`src/rtl/dser_add_pkg.sv`:
```
package dser_add_pkg;
  function automatic int unsigned clog2_min1(input int unsigned v);
    int unsigned r;
    r = 0;
    while ((32'd1 << r) < v) r++;
    return (r == 0) ? 1 : r;
  endfunction
endpackage

```
`src/rtl/dser_digit_add.sv`:
```
module dser_digit_add #(
  parameter int unsigned DIG_W = 2
) (
  input  logic [DIG_W-1:0] a_i,
  input  logic [DIG_W-1:0] b_i,
  input  logic             cin_i,
  output logic [DIG_W-1:0] s_o,
  output logic             cout_o
);
  logic [DIG_W:0] c;
  assign c[0] = cin_i;

  for (genvar i = 0; i < DIG_W; i++) begin : g_fa
    assign s_o[i]   = a_i[i] ^ b_i[i] ^ c[i];
    assign c[i+1]   = (a_i[i] & b_i[i]) | (c[i] & (a_i[i] ^ b_i[i]));
  end

  assign cout_o = c[DIG_W];
endmodule

```
`src/rtl/dser_seq.sv`:
```
module dser_seq #(
  parameter int unsigned NDIG = 2,
  parameter int unsigned CW   = 1
) (
  input  logic clk_i,
  input  logic rst_ni,
  input  logic vld_i,
  input  logic sof_i,
  output logic last_o
);
  logic [CW-1:0] pos_q, pos_cur;

  assign pos_cur = sof_i ? '0 : pos_q;
  assign last_o  = (pos_cur == CW'(NDIG - 1));

  always_ff @(posedge clk_i or negedge rst_ni) begin
    if (!rst_ni)     pos_q <= '0;
    else if (vld_i)  pos_q <= last_o ? '0 : pos_cur + CW'(1);
  end

  // idle clocks leave the digit position alone
  p_pos_hold_r8: assert property (@(posedge clk_i) disable iff (!rst_ni)
    !vld_i |=> $stable(pos_q));
endmodule

```
`src/rtl/dser_add.sv`:
```
module dser_add
  import dser_add_pkg::*;
#(
  parameter int unsigned WORD_W = 4,
  parameter int unsigned DIG_W  = 2
) (
  input  logic             clk_i,
  input  logic             rst_ni,
  input  logic             vld_i,
  input  logic             sof_i,
  input  logic [DIG_W-1:0] a_i,
  input  logic [DIG_W-1:0] b_i,
  output logic [DIG_W-1:0] sum_o,
  output logic             sum_vld_o,
  output logic             ovf_o,
  output logic             ovf_vld_o
);
  localparam int unsigned NDIG = WORD_W / DIG_W;
  localparam int unsigned CW   = clog2_min1(NDIG);


  if ((WORD_W % DIG_W) != 0 || DIG_W == 0) begin : g_bad_cfg
    $error("dser_add: WORD_W must be a multiple of DIG_W");
  end

  logic             cy_q, cin, cout, last;
  logic [DIG_W-1:0] s;

  assign cin = sof_i ? 1'b0 : cy_q;

  dser_digit_add #(.DIG_W(DIG_W)) u_dig (
    .a_i(a_i), .b_i(b_i), .cin_i(cin), .s_o(s), .cout_o(cout)
  );

  dser_seq #(.NDIG(NDIG), .CW(CW)) u_seq (
    .clk_i(clk_i), .rst_ni(rst_ni), .vld_i(vld_i), .sof_i(sof_i), .last_o(last)
  );

  always_ff @(posedge clk_i or negedge rst_ni) begin
    if (!rst_ni) begin
      cy_q      <= 1'b0;
      sum_o     <= '0;
      sum_vld_o <= 1'b0;
      ovf_o     <= 1'b0;
      ovf_vld_o <= 1'b0;
    end else begin
      sum_vld_o <= vld_i;
      ovf_vld_o <= vld_i & last;
      if (vld_i) begin
        sum_o <= s;
        cy_q  <= last ? 1'b0 : cout;
        ovf_o <= last & cout;
      end
    end
  end

  // one sum digit per valid input digit, one clock later
  p_sum_lat_r2: assert property (@(posedge clk_i) disable iff (!rst_ni)
    vld_i |=> sum_vld_o);
  p_sum_idle_r8: assert property (@(posedge clk_i) disable iff (!rst_ni)
    !vld_i |=> !sum_vld_o && !ovf_vld_o);
  // overflow only with a sum digit
  p_ovf_with_sum_r7: assert property (@(posedge clk_i) disable iff (!rst_ni)
    ovf_vld_o |-> sum_vld_o);
  // carry held over idle clocks
  p_cy_hold_r8: assert property (@(posedge clk_i) disable iff (!rst_ni)
    !vld_i |=> $stable(cy_q));
  // a first digit of zeros gives a zero sum digit
  p_sof_zero_r5: assert property (@(posedge clk_i) disable iff (!rst_ni)
    (vld_i && sof_i && a_i == '0 && b_i == '0) |=> sum_o == '0);
  // the carry register is empty after a word ends
  p_cy_clr_r7: assert property (@(posedge clk_i) disable iff (!rst_ni)
    ovf_vld_o |-> !cy_q);
endmodule

```
`config.mk`:
```
export PLATFORM = sky130hd
export DESIGN_NAME = dser_add
export DESIGN_NICKNAME = d
export VERILOG_FILES = /design/src/rtl/dser_add_pkg.sv /design/src/rtl/dser_digit_add.sv /design/src/rtl/dser_seq.sv /design/src/rtl/dser_add.sv
export SDC_FILE = /design/constraint.sdc
export NUM_CORES = 1
export LEC_CHECK = 0
export BUFFER_PORTS_ARGS = -buffer_cell sky130_fd_sc_hd__clkbuf_2
export CAP_MARGIN = 10
export CORE_AREA = 2 2 39 41
export CTS_CLUSTER_SIZE = 20
export DETAILED_ROUTE_END_ITERATION = 12
export DIE_AREA = 0 0 41 43
export GPL_TIMING_DRIVEN = 0
export PLACE_DENSITY_LB_ADDON = 0.12
export SLEW_MARGIN = 5
export SYNTH_ARGS = -nofsm -noshare
export SYNTH_HDL_FRONTEND = slang
export SYNTH_HIERARCHICAL = 1
export SYNTH_SLANG_ARGS = --single-unit
```
`constraint.sdc`:
```
create_clock -name clk_i -period 2 [get_ports clk_i]
set_input_delay 0.1 -clock clk_i [delete_from_list [all_inputs] [get_ports clk_i]]
set_output_delay 0.1 -clock clk_i [all_outputs]
set_load 0.01 [all_outputs]
```
# Word level (Yosys, flattened, before mapping)
# Cells that the tools add are included.
[classes]
add_sub_neg = 1
mux = 4
n_bitwise = 12
[ops]
columns = ["cell", "count"]
rows = [
  ["$and 1x1->1", 6],
  ["$mux 1", 4],
  ["$xor 1x1->1", 4],
  ["$or 1x1->1", 2],
  ["$add 1x1->1 const B", 1],
]
[totals]
regBits = 7
output_inout_bits = 5
word_cells = 23

# Longest topological paths before layout
[logic_depth]
word_depth = 6
ltp_mapped = 8
ltp_nobuf = 8

# Modules after synthesis
# The synthesis kept the hierarchy.
[modules_own_cells]
columns = ["mod", "instances", "cells_per_inst", "area_per_inst_um2", "seq_area_each_um2"]
rows = [
  ["dser_add", 1, 16, 214.0, 150.1],
  ["dser_digit_add", 1, 10, 70.1, 0.0],
  ["dser_seq", 1, 4, 51.3, 25.0],
]

# Worst setup path after synthesis
# No wires, ideal clock.
[synth_path]
path_type = "flip-flop to flip-flop"
start = "reg cy_q"
end = "reg sum_o[1]"
setup_ns = 0.125
arrival_ns = 1.586
t_required_ns = 1.875
slack_ns = 0.289
path_stages_with_launch = 8
n_path_buf = 0
synth_period_minus_slack_ns = 1.711
cell_sequence = "dfrtp_1 inv_1 nor2_1 inv_1 fa_1 fa_1 inv_1 mux2_2"
[synth_via]
elab_chain_len = 4
[synth_lines]
columns = ["item", "line", "rtl"]
rows = [
  ["start: declaration", "dser_add.sv:26", "logic cy_q, cin, cout, last;"],
  ["start signal: assignment", "dser_add.sv:51", "cy_q <= last ? 1'b0 : cout;"],
  ["$mux 1", "dser_add.sv:29", "assign cin = sof_i ? 1'b0 : cy_q;"],
  ["via cin", "dser_add.sv:26", ""],
  ["$and 1x1->1", "dser_digit_add.sv:15", "assign c[i+1] = (a_i[i] & b_i[i]) | (c[i] & (a_i[i] ^ b_i[i]));"],
  ["$or 1x1->1", "dser_digit_add.sv:15", ""],
  ["$xor 1x1->1", "dser_digit_add.sv:14", "assign s_o[i] = a_i[i] ^ b_i[i] ^ c[i];"],
  ["via s[1]", "dser_add.sv:27", "logic [DIG_W-1:0] s;"],
  ["end signal: assignment", "dser_add.sv:50", "sum_o <= s;"],
  ["end: declaration", "dser_add.sv:13", "output logic [DIG_W-1:0] sum_o,"],
]
# The timed path passes the listed nets, and every way through them passes these cells.
# A chain may end at the register's enable or synchronous reset.

# Final worst setup path
# Same ends and word-level chain as after synthesis.

==> impl_metrics.json <==
{
  "initial_core_util_pct": 24.2,
  "htree_levels": 1,
  "boundaryPins": 13,
  "ant_nets": 0,
  "clk_pin_slew_ns": 0.05,
  "skew_ns": 0.00400,
  "rows": 14,
  "cp_max_fo": 2,
  "clkLatencyLatePin_ns": 0.25,
  "routedWlPerCell_um": 8.84,
  "ys_seq_elements": 7,
  "port_buffers": 12,
  "die_w_um": 41,
  "mostFrequentLayoutCells": "12 x clkbuf_2, 10 x inv_1, 7 x dfrtp_1",
  "cp-start-kind": "flop",
  "syn_to_final_growth_pct": 34.7,
  "fillers": 162,
  "antenna_cells": 0,
  "powerDensity_mw_per_mm2": 808,
  "crit_arrival_ns": 1.91,
  "ff2ff_path_depth": 7,
  "drt_wl_total_um": 557,
  "hold_class": "input pin to flop",
  "syn_area_um2": 335,
  "cts-resized-gates": 0,
  "ys_warn_count": 6,
  "gp_congestion": 0.689,
  "min_period_ns": 1.78,
  "status": "finished, final reports clean",
  "vias_per_cell": 3.67,
  "grt_max_degree": 11,
  "fin_area_um2": 452,
  "grt_use_total_pct": 8.64,
  "postPlaceCellArea_um2": 415,
  "antenna_found_initial": 0,
  "critPathKind": "flop to flop",
  "grt_pass1_wl_um": 931,
  "num_vias": 231,
  "final_common_cell": "clkbuf_2",
  "grt_overflow": 0,
  "cts_buffer_depth": 2,
  "yosysTopAreaCell": "dfrtp_1",
  "finalNetCount": 58,
  "power_leakage_nw": 0.243,
  "end_kind": "flop",
  "ys_seq_area_share_pct": 52.2,
  "clockRootBuffer": "clkbuf_4",
  "synth_nets": 40,
  "drv_cap": 0,
  "die_h_um": 43,
  "required_ns": 2.13,
  "hold_viol_final": 0,
  "numCtsBuffers": 3,
  "cts.sinks": 7,
  "first_pass_iters": 4,
  "worst_pin_slew_ns": 0.188,
  "ir_drop_mv": 0.233,
  "tns_ns": 0,
  "fin_crit_sh_pct": 89.0,
  "synthCells": 30,
  "relSlewSlack_pct": 87.5,
  "drc": 0,
  "synth_area_leaders": "dfrtp_1 52%, fa_1 12%, inv_1 11%",
  "ys_types": 11,
  "timing.fmax_mhz": 562,
  "synth_top_area_share_pct": 52.2,
  "rsz0062_at_grt": "no",
  "final-max-slew-violation-count": 0,
  "core_area_mm2": 0.00138,
  "hold_depth": 1,
  "drive_gt1_share_pct": 42.6,
  "drt_first_iter_violations": 3,
  "dieArea_mm2": 0.00176,
  "grt_pass1_vias": 227,
  "cts_tree": "done",
  "syn_area_per_cell_um2": 11.2,
  "setup_violations": 0
}
[report_power, final]
| part | total (W) | internal, W | switching (W) | leakage, nW |
|---|---|---|---|---|
| Combinational | 0.0000713 | 0.0000358 | 0.0000355 | 0.143 |
| Sequential | 0.000167 | 0.000160 | 0.00000753 | 0.0851 |
| Clock | 0.000127 | 0.0000761 | 0.0000506 | 0.0150 |
[registers in the layout, summed over array words and instances (netlist names)]
name / count
ovf_vld_o: 1
sum_vld_o: 1
sum_o: 2
cy_q: 1
u_seq/pos_q: 1
ovf_o: 1
[what timing repair did]
| item | CTS | global route |
|---|---|---|
| setup buffers | 0 | 0 |
| hold endpoints to repair | 7 | 0 |
| hold buffers | 1 | 0 |
[cells by family (layout without fill, tap and decap cells)]
logic type,Yosys count,in the layout,synth area share (%)
adders and majority gates,2,2,11.9
muxes,2,2,6.72
DFF,7,7,52.2
and+or+nand+nor,6,6,12.3
buffers and inverters,10,27,11.2
AOI/OAI and AO/OA,3,3,5.60
[cells in the mapped netlist (all sizes together)]
cell type and count:
dfrtp 7, fa 2, a21oi 1, nor2 2
and2 1, inv 10, nor2b 1, nand3 1
nand3b 1, o21ai 2, mux2 2
[per-stage QoR]
step / total power (W) / worst slack, ns / std cells / hold slack, ns / utilization (%)
CTS: 0.000371 / 0.201 / 63 / 0.0927 / 32.6
global placement: 0.000240 / 0.234 / 58 / -0.0575 / 30.0
finish: 0.000365 / 0.220 / 63 / 0.0980 / 32.6
detailed placement: 0.000242 / 0.213 / 58 / -0.0532 / 30.0
floorplan: 0.000210 / 0.289 / 30 / -0.196 / -
global route: 0.000396 / 0.0625 / 63 / 0.0883 / 32.6
[metal layers]
| layer | global-route usage [%] | vias up | wire length (µm) |
|---|---|---|---|
| li1 | - | 121 | - |
| met1 | 9.36 | 100 | 247 |
| met2 | 10.9 | 10 | 272 |
| met3 | 3.66 | 0 | 36 |
| met4 | 10.0 | 0 | 0 |
| met5 | 0 | - | 0 |
[worst paths after layout]
kind | from | endpoint | slack, ns
hold / removal | vld_i | sum_vld_o | 0.1
min in group asynchronous | rst_ni | u_seq/pos_q | 0.22
setup reg to reg | cy_q | sum_o[1] | 0.22
hold reg to reg | sum_o[1] | sum_o[1] | 0.50
setup / recovery | cy_q | sum_o[1] | 0.22
max in group asynchronous | rst_ni | sum_o[1] | 1.61
[critical path: stages (launching register included)]
cell and delay, ns:
dfrtp_1 0.33, inv_1 0.05, nor2_1 0.10, inv_1 0.05, fa_1 0.37, fa_1 0.48
inv_1 0.04, mux2_2 0.25
[final cells by class]
class                      instances  area (µm²)  area share, %
tap                               16        20.0           4.43
clock buffer                       4        26.3           5.82
inverter                          10        37.5           8.31
sequential                         7         175           38.8
multi-input combinational         13         123           27.1
timing repair buffer              13        70.1           15.5
Note: power is estimated with default switching activity, not from simulation.
